<file path="config.mk">
export PLATFORM = sky130hd
export DESIGN_NAME = wavephase_mem
export DESIGN_NICKNAME = d
export VERILOG_FILES = /design/src/rtl/wpm_pkg.sv /design/src/rtl/wpm_lane.sv /design/src/rtl/wpm_regs.sv /design/src/rtl/wavephase_mem.sv
export SDC_FILE = /design/constraint.sdc
export NUM_CORES = 2
export LEC_CHECK = 0
export ABC_AREA = 1
export BUFFER_PORTS_ARGS = -buffer_cell sky130_fd_sc_hd__buf_4
export CAP_MARGIN = 20
export CORE_MARGIN = 3
export CORE_UTILIZATION = 33
export DETAILED_ROUTE_END_ITERATION = 8
export PLACE_DENSITY = 0.52
export SYNTH_ARGS = -nofsm -noshare
export SYNTH_HDL_FRONTEND = slang
export SYNTH_SLANG_ARGS = --single-unit
</file>
<file path="constraint.sdc">
create_clock -name clk -period 3.3 [get_ports clk]
set_input_delay 0.33 -clock clk [delete_from_list [all_inputs] [get_ports clk]]
set_output_delay 0.33 -clock clk [all_outputs]
set_load 0.005 [all_outputs]
</file>
<file path="src/rtl/wpm_pkg.sv">
package wpm_pkg;
  localparam int unsigned NUM_CH   = 8;
  localparam int unsigned NUM_PH   = 24;
  localparam int unsigned SAMP_W   = 7;
  localparam int unsigned HREG_W   = 8;

  typedef enum logic [1:0] {
    SEL_LOC   = 2'd0,
    SEL_SAMP  = 2'd1,
    SEL_FAN   = 2'd2,
    SEL_SPARE = 2'd3
  } reg_sel_e;
endpackage

</file>
<file path="src/rtl/wpm_lane.sv">
module wpm_lane #(
  parameter int unsigned DEPTH  = 24,
  parameter int unsigned SW     = 7,
  parameter int unsigned IDX_W  = 5
) (
  input  logic             clk,
  input  logic             rst_n,
  input  logic             we,
  input  logic [IDX_W-1:0] w_idx,
  input  logic [SW-1:0]    w_val,
  input  logic [IDX_W-1:0] ra_idx,
  output logic [SW-1:0]    ra_val,
  input  logic [IDX_W-1:0] rb_idx,
  output logic [SW-1:0]    rb_val
);
  logic [SW-1:0] slot_q [DEPTH];

  always_ff @(posedge clk or negedge rst_n) begin
    if (!rst_n) begin
      for (int i = 0; i < int'(DEPTH); i++) slot_q[i] <= '0;
    end else if (we && (32'(w_idx) < DEPTH)) begin
      slot_q[w_idx] <= w_val;
    end
  end

  always_comb begin
    ra_val = '0;
    rb_val = '0;
    for (int i = 0; i < int'(DEPTH); i++) begin
      if (32'(ra_idx) == 32'(i)) ra_val = slot_q[i];
      if (32'(rb_idx) == 32'(i)) rb_val = slot_q[i];
    end
  end
endmodule

</file>
<file path="src/rtl/wpm_regs.sv">
module wpm_regs
  import wpm_pkg::*;
#(
  parameter int unsigned CH    = 8,
  parameter int unsigned SW    = 7,
  parameter int unsigned RW    = 8,
  parameter int unsigned CH_W  = 3
) (
  input  logic          clk,
  input  logic          rst_n,
  input  logic          sw_rst,
  input  logic          reg_wr,
  input  logic [1:0]    reg_sel,
  input  logic [RW-1:0] wdata,
  output logic [RW-1:0] loc_q,
  output logic [SW-1:0] held_q,
  output logic [CH-1:0] lane_we,
  output logic [SW-1:0] lane_val
);
  logic [CH_W-1:0] tgt_ch;
  logic            wr_samp, wr_fan;

  assign tgt_ch  = loc_q[RW-1 -: CH_W];
  assign wr_samp = reg_wr && (reg_sel == SEL_SAMP);
  assign wr_fan  = reg_wr && (reg_sel == SEL_FAN);

  always_ff @(posedge clk or negedge rst_n) begin
    if (!rst_n)                              loc_q <= '0;
    else if (sw_rst)                         loc_q <= '0;
    else if (reg_wr && reg_sel == SEL_LOC)   loc_q <= wdata;
  end

  always_ff @(posedge clk or negedge rst_n) begin
    if (!rst_n)       held_q <= '0;
    else if (wr_samp) held_q <= wdata[SW-1:0];
  end

  assign lane_val = wr_samp ? wdata[SW-1:0] : held_q;

  for (genvar n = 0; n < int'(CH); n++) begin : g_we
    assign lane_we[n] = (wr_samp && (32'(tgt_ch) == 32'(n))) ||
                        (wr_fan && wdata[n]);
  end
endmodule

</file>
<file path="src/rtl/wavephase_mem.sv">
module wavephase_mem
  import wpm_pkg::*;
#(
  parameter int unsigned CH    = NUM_CH,
  parameter int unsigned DEPTH = NUM_PH,
  parameter int unsigned SW    = SAMP_W,
  parameter int unsigned RW    = HREG_W
) (
  input  logic             clk,
  input  logic             rst_n,
  input  logic             sw_rst,
  input  logic             reg_wr,
  input  logic [1:0]       reg_sel,
  input  logic [RW-1:0]    wdata,
  output logic [RW-1:0]    rdata,
  input  logic [CH*(RW-$clog2(CH))-1:0] play_idx,
  output logic [CH*SW-1:0] play_sample
);
  localparam int unsigned CH_W = $clog2(CH);
  localparam int unsigned PH_W = RW - CH_W;

  logic [RW-1:0]   loc_q;
  logic [SW-1:0]   held_q;
  logic [CH-1:0]   lane_we;
  logic [SW-1:0]   lane_val;
  logic [SW-1:0]   host_rd [CH];
  logic [PH_W-1:0] loc_ph;
  logic [CH_W-1:0] loc_ch;

  assign loc_ph = loc_q[PH_W-1:0];
  assign loc_ch = loc_q[RW-1 -: CH_W];

  wpm_regs #(.CH(CH), .SW(SW), .RW(RW), .CH_W(CH_W)) u_regs (
    .clk(clk), .rst_n(rst_n), .sw_rst(sw_rst), .reg_wr(reg_wr),
    .reg_sel(reg_sel), .wdata(wdata), .loc_q(loc_q), .held_q(held_q),
    .lane_we(lane_we), .lane_val(lane_val)
  );

  for (genvar n = 0; n < int'(CH); n++) begin : g_lane
    wpm_lane #(.DEPTH(DEPTH), .SW(SW), .IDX_W(PH_W)) u_lane (
      .clk(clk), .rst_n(rst_n), .we(lane_we[n]), .w_idx(loc_ph),
      .w_val(lane_val), .ra_idx(loc_ph), .ra_val(host_rd[n]),
      .rb_idx(play_idx[n*PH_W +: PH_W]),
      .rb_val(play_sample[n*SW +: SW])
    );
  end

  always_comb begin
    rdata = '0;
    unique case (reg_sel)
      SEL_LOC:  rdata = loc_q;
      SEL_SAMP: rdata = {{(RW-SW){1'b0}}, host_rd[loc_ch]};
      default:  rdata = '0;
    endcase
  end
endmodule

</file>
; ---- Word level (Yosys, flattened, before mapping)
; Index checks and enable logic that the tools add are counted.
[classes]
n_lt_le_gt_ge = 4
eq_ne = 216
n_mux = 401
n_bitwise = 2
reduce_logical = 48
[op_table]
columns = operator, n
row1 = 7-bit 2-to-1 mux, 388
row2 = 168-bit bitwise mux, 8
row3 = 5-bit by 4-bit == test with 1-bit output (second input constant), 72
row4 = 5-bit == test (second input constant), 72
row5 = 5-bit by 3-bit == test with 1-bit output (second input constant), 36
row6 = 5-bit by 2-bit == test with 1-bit output (second input constant), 18
row7 = 5-bit by 1-bit == test with 1-bit output (second input constant), 9
row8 = 5-bit zero test, 9
row9 = 7-bit demux with 5-bit select, 1
row10 = 1-bit logical AND, 28
row11 = 7-bit binary-select mux with 3-bit select, 1
row12 = 8-bit 2-to-1 mux, 2
row13 = 8-bit case mux with 2 select lines, 1
row14 = 3-bit == test (second input constant), 4
row15 = 1-bit logical OR, 8
row16 = 3-bit by 2-bit == test with 1-bit output (second input constant), 2
row17 = 6-bit greater-or-equal comparator (second input constant), 1
row18 = 6-bit by 1-bit < comparator with 1-bit output (second input constant), 1
row19 = 5-bit NOT with 6-bit output, 1
row20 = 5-bit < comparator (second input constant), 1
row21 = 4-bit greater-or-equal comparator (second input constant), 1
row22 = 3-bit NOT with 4-bit output, 1
row23 = 3-bit by 1-bit == test with 1-bit output (second input constant), 1
row24 = 3-bit zero test, 1
row25 = other kinds (4), 4
[word_totals]
register_bits = 1359
in_bits = 54
output_inout_bits = 64
wordCells = 865

; ---- Logic depth before layout (Yosys ltp)
[depth]
word_depth = 29
depth_mapped = 27
ltp_nobuf = 25

; ---- Hierarchy
; From an unflattened synthesis, not the netlist that was laid out.
[unflattened]
cells_unflattened = 11042
area_unflattened_um2 = 76213.1
[by_module_without_submodules]
columns = mod, instances, cells_each, area_each_um2, seq_area_each_um2
row1 = wpm_lane (g_lane[1].u_lane ...), 6, 1340, 9295.2, 4204.0
row2 = wpm_lane (g_lane[7].u_lane), 1, 1357, 9460.3, 4204.0
row3 = wpm_lane (g_lane[0].u_lane), 1, 1357, 9400.3, 4204.0
row4 = wpm_regs, 1, 105, 814.5, 375.4
row5 = wavephase_mem, 1, 183, 767.0, 0.0

; ---- Worst setup path before layout
; Ideal clock, no wire load.
[synth_timing]
kind = reg-to-output
startpoint = register u_regs.loc_q[3]
endpoint = output port rdata[2]
arrival_time_ns = 2.282
required_time_ns = 2.970
setup_slack_ns = 0.688
stages_incl_launch_ff = 22
path_buffers = 2
path_cell_list = dfrtp_1 > buf_2 > nor2_2 > nand3_2 > clkbuf_1 > or2_2 > nand2_1 > nand4_1 > nor2_1 > nand4_1 > nor2_1 > nand4_1 > nor2_1 > nand4_1 > nand2_1 > nand4_1 > nand2_1 > nand2_1 > nand4_1 > nand2_1 > nand3_1 > nand2_1
[synth_between]
elab_chain_len = 29
word_cells_on_any_way = 220
cone_classes = eq/ne: 23 / mux: 196 / reduce/logical: 1
[synth_rtl]
columns = item, line
row1 = from (decl), wpm_regs.sv:15  ; output logic [RW-1:0] loc_q,
row2 = from (signal assigned), wpm_regs.sv:30  ; else if (reg_wr && reg_sel == SEL_LOC) loc_q <= wdata;
row3 = 5-bit zero test, wpm_lane.sv:30  ; if (32'(ra_idx) == 32'(i)) ra_val = slot_q[i];
row4 = 7-bit 2-to-1 mux (24 in a row), wpm_lane.sv:30
row5 = 7-bit binary-select mux with 3-bit select *, wavephase_mem.sv:52  ; SEL_SAMP: rdata = {{(RW-SW){1'b0}}, host_rd[loc_ch]};
row6 = 7-bit 2-to-1 mux (not written as such) * (2 in a row), wavephase_mem.sv:52
row7 = 8-bit case mux with 2 select lines *, wavephase_mem.sv:50  ; unique case (reg_sel)
row8 = to (decl), wavephase_mem.sv:15  ; output logic [RW-1:0] rdata,
; Mark *: on every way between the ends. The rest lies on a longest branch, timed or not. The select of a mux whose other input is x is not followed.

; ---- Final worst setup path
; Ends and elaborated chain as after synthesis.

==> impl_metrics.py <==
metrics = {
    "place": {
        "place_congestion": 0.949,
        "portBuffers": 117,
        "dp_hpwl_um": 201000,
        "dp.cells": 12895,
        "place_area_um2": 79800,
    },
    "sta": {
        "clock.fmax_mhz": 214,
        "slew_headroom_pct": 27.4,
        "fin_crit_ns": 4.68,
        "worst_slack_ns": -1.38,
        "rsz0062_at_grt": "yes",
        "hold_viol": 0,
        "slew_viol_final": 0,
        "min_period_over_period_pct": 142,
        "setup_tns_ns": -25.59,
        "worst_slew_pin_slew_ns": 1.08,
        "finalClockSkew_ns": 0.0261,
        "setup-violations-final": 63,
    },
    "min_path": {
        "hp-start": "wdata[2]",
        "hold_path_depth": 3,
        "hold_path_class": "in -> reg",
        "worstHoldEndpoint": "u_regs.loc_q[2]",
    },
    "global_route": {
        "grt_max_degree": 99,
        "overflow": 0,
        "grt_antenna_before_repair": 7,
        "grt_pass1_wl_um": 422000,
        "grt_usage_pct": 25.2,
        "grt_pass1_vias": 64254,
    },
    "logic_synthesis": {
        "ys_warn_count": 0,
        "synth-seq-cells": 1359,
        "netlist_instances": 9737,
        "ys.flop_type": "dfrtp_1",
        "syn-num-nets": 9791,
        "synth_area_um2": 70200,
        "ys_top_cells_by_area": "dfrtp_1 (48%), nand2_1 (20%), o21ai_0 (11%), nand4_1 (4.3%), nor2_1 (3.5%)",
        "synth-edff-count": 0,
        "synth_top_cell_by_area": "dfrtp_1",
        "ys_seq_area_share_pct": 48.4,
        "synth-async-reset-ratio_pct": 100,
        "synth_cell_types": 44,
        "syn_avg_cell_area_um2": 7.21,
        "yosysTopAreaCellShare_pct": 48.4,
    },
    "pwr": {
        "p_seq_share_pct": 42.2,
        "peakVddDrop_uv": 552,
        "swShare_pct": 29.7,
        "p_int_mw": 29.5,
        "p_per_area_nw_per_um2": 478,
        "report.power.total_mw": 42.0,
        "power.switching_mw": 12.5,
        "p_leak_nw": 38.4,
        "comb_power_share_pct": 15.4,
        "power_frac_clock_pct": 42.4,
    },
    "outcome": {
        "violations": "negative setup slack",
        "status": "finished with violations",
    },
    "layout": {
        "multi_input_area_um2": 34400,
        "final_cells": 13216,
        "utilization_pct": 41.7,
        "fin_area_um2": 87900,
        "drive_gt1_share_pct": 18.1,
        "regArea_um2": 34000,
        "fin_nets": 10344,
        "n_fill_cell": 21684,
        "area_delta_synth_final_pct": 25.2,
    },
    "run": {
        "max_cap_viol_count": 0,
    },
    "critical_path": {
        "ff2ff_setup_slack_ns": 0.28,
        "path_delay_family": "simple AND/OR/NAND/NOR gates",
        "reg2regPathDepth": 13,
        "path_buf_inv": 3,
        "critPathMaxStageDelay_ns": 0.46,
        "cp-start-kind": "register",
        "path_common_cell": "nand4_1",
        "cp_data_arrival_time_ns": 4.35,
        "path_max_fanout": 6,
        "r2r-end": "g_lane[7].u_lane.slot_q[7]",
        "critPathCaptureType": "output pin",
        "criticalPathCategory": "reg -> out",
        "timing.critical_path.depth": 22,
        "cp_slowest_cell": "dfrtp_2",
        "timing.critical_path.cells": "nor2_4 -> nand3_2 -> buf_12 -> buf_4 -> or2_2 -> nand2_2 -> nand4_1 -> nor2_2 -> nand4_1 -> nor2_2 -> nand4_1 -> nor2_1 -> nand4_1 -> nand2_1 -> nand4_1 -> nand2_1 -> nand2_1 -> nand4_1 -> nand2_1 -> nand3_1 -> nand2_1 -> buf_6",
        "worst_ep_required_time_ns": 2.97,
        "reg2reg_from": "u_regs.loc_q[2]",
    },
    "floorplan": {
        "core-area_um2": 211000,
        "fp.dieArea_um2": 218000,
        "chipHeight_um": 467,
        "core.rowCount": 168,
        "io_pins": 118,
        "die_w_um": 467,
        "start_util_pct": 33.3,
    },
    "cts": {
        "clock_latency_ns": 0.81,
        "cts_tree": "built",
        "cts_made_buffers": 157,
        "clk_pin_slew_ns": 0.06,
        "clk_path_buf_depth": 3,
        "clockRootBuffer": "clkbuf_16",
        "cts_max_level": 4,
        "clock-sinks": 1359,
    },
    "routing": {
        "avgViaCountPerCell": 5.25,
        "drtIter0Drc": 7479,
        "firstDrtPassIters": 6,
        "wire_per_inst_um": 21.2,
        "drtAntennaViolNets": 0,
        "remaining_drc_errors": 0,
        "vias": 69388,
        "drt-total-wl_um": 280000,
    },
}
[flip-flops by register name, indices dropped and copies added (netlist names)]
| signal | cells |
|---|---|
| u_regs.loc_q | 8 |
| u_regs.held_q | 7 |
| g_lane.u_lane.slot_q | 1344 |
[tightest hold or removal path, stage by stage]
cell     delay [ns]
buf_4          0.13
inv_1          0.17
o22ai_1        0.21
[per-stage QoR]
stage | worst slack, ns | hold slack [ns]
after floorplan | 0.688 | 0.0344
after global placement | -0.863 | 0.367
after detailed placement | -0.845 | 0.364
after CTS | -1.36 | 0.0446
after global routing | -1.57 | 0.0638
final | -1.38 | 0.0999
[final cells by class]
| class | count | area share (%) |
|---|---|---|
| Antenna cell | 3 | 0.00854 |
| Clock buffer | 240 | 5.41 |
| Clock inverter | 37 | 0.443 |
| Inverter | 574 | 2.51 |
| Multi-Input combinational cell | 7260 | 39.1 |
| Sequential cell | 1359 | 38.7 |
| Tap cell | 2805 | 3.99 |
| Timing Repair Buffer | 938 | 9.81 |
[how the worst max path moves through the flow]
stage                          from               to  slack [ns]
global placement        play_idx[5]   play_sample[7]       -0.86
detailed placement      play_idx[5]  play_sample[10]       -0.84
floorplan           u_regs.loc_q[3]         rdata[2]        0.69
global route        u_regs.loc_q[3]         rdata[1]       -1.57
finish              u_regs.loc_q[3]         rdata[2]       -1.38
CTS                 u_regs.loc_q[2]         rdata[2]       -1.36
[Yosys cell counts (64+ instances only)]
library cell / n
buf_2: 64
nand3_1: 238
a21oi_1: 245
nand4_1: 485
nor3_1: 66
nand2_1: 3772
clkbuf_1: 461
or2_2: 104
inv_1: 551
dfrtp_1: 1359
nor2_1: 649
o21ai_0: 1528
[what timing repair did]
action | in CTS | in global routing
hold endpoints to repair | 81 | 0
setup endpoints to repair | 63 | 63
setup buffers | 30 | 8
resized for setup | 567 | 215
gates cloned | 4 | 1
hold buffers | 6 | 0
pin swaps | 410 | 404
[metal layers]
layer  part of all wire, %  global-route usage, %  vias up  routed length (um)
met5                     0                      0        -                   0
met4                   3.0                   7.20        0                8290
met3                   7.6                   3.92      335               21300
met2                    40                   34.7     2688              112000
met1                    49                   39.9    33462              138000
li1                      -                      -    32903                   -
[power groups by stage]
stage	clock (mW)	combinational, mW	sequential (mW)
final	17.8	6.48	17.7
after global routing	18.8	6.93	17.8
after CTS	18.2	6.24	17.7
after detailed placement	0	5.96	18.0
after global placement	0	5.90	18.0
after floorplan	0	2.52	17.8
[cells in the final DEF, fill, tap and decap left out, types with 9 or more instances in the layout]
| cell | Yosys | layout |
|---|---|---|
| nand2_1 | 3772 | 3698 |
| o21ai_0 | 1528 | 1401 |
| dfrtp_1 | 1359 | 1355 |
| buf_4 | 3 | 781 |
| inv_1 | 551 | 534 |
| nor2_1 | 649 | 492 |
| nand4_1 | 485 | 485 |
| a21oi_1 | 245 | 200 |
| clkbuf_16 | 0 | 166 |
| nand3_1 | 238 | 146 |
| nor2_2 | 12 | 142 |
| buf_12 | 0 | 99 |
| or2_2 | 104 | 97 |
| nand3_2 | 2 | 92 |
| o21ai_2 | 0 | 90 |
| nand2_2 | 1 | 74 |
| nor3_1 | 66 | 54 |
| a21oi_2 | 0 | 43 |
| o21ai_1 | 7 | 41 |
| buf_6 | 0 | 41 |
| clkbuf_1 | 461 | 40 |
| clkbuf_8 | 0 | 35 |
| nor2_4 | 4 | 31 |
| o22ai_2 | 0 | 24 |
| inv_2 | 13 | 23 |
| o2111ai_2 | 0 | 22 |
| clkinv_2 | 0 | 22 |
| o22ai_1 | 45 | 15 |
| nor3_2 | 1 | 11 |
| clkinv_1 | 10 | 10 |
| or2_0 | 9 | 9 |
[cell families after synthesis]
kind of cell / after synthesis / share of synthesized area (%)
and+or+nand+nor: 5373 / 31.6
buffers and inverters: 1118 / 6.10
muxes: 4 / 0.0570
DFF: 1359 / 48.4
AOI/OAI and AO/OA: 1883 / 13.8
Note: power is estimated with default switching activity, not from simulation.
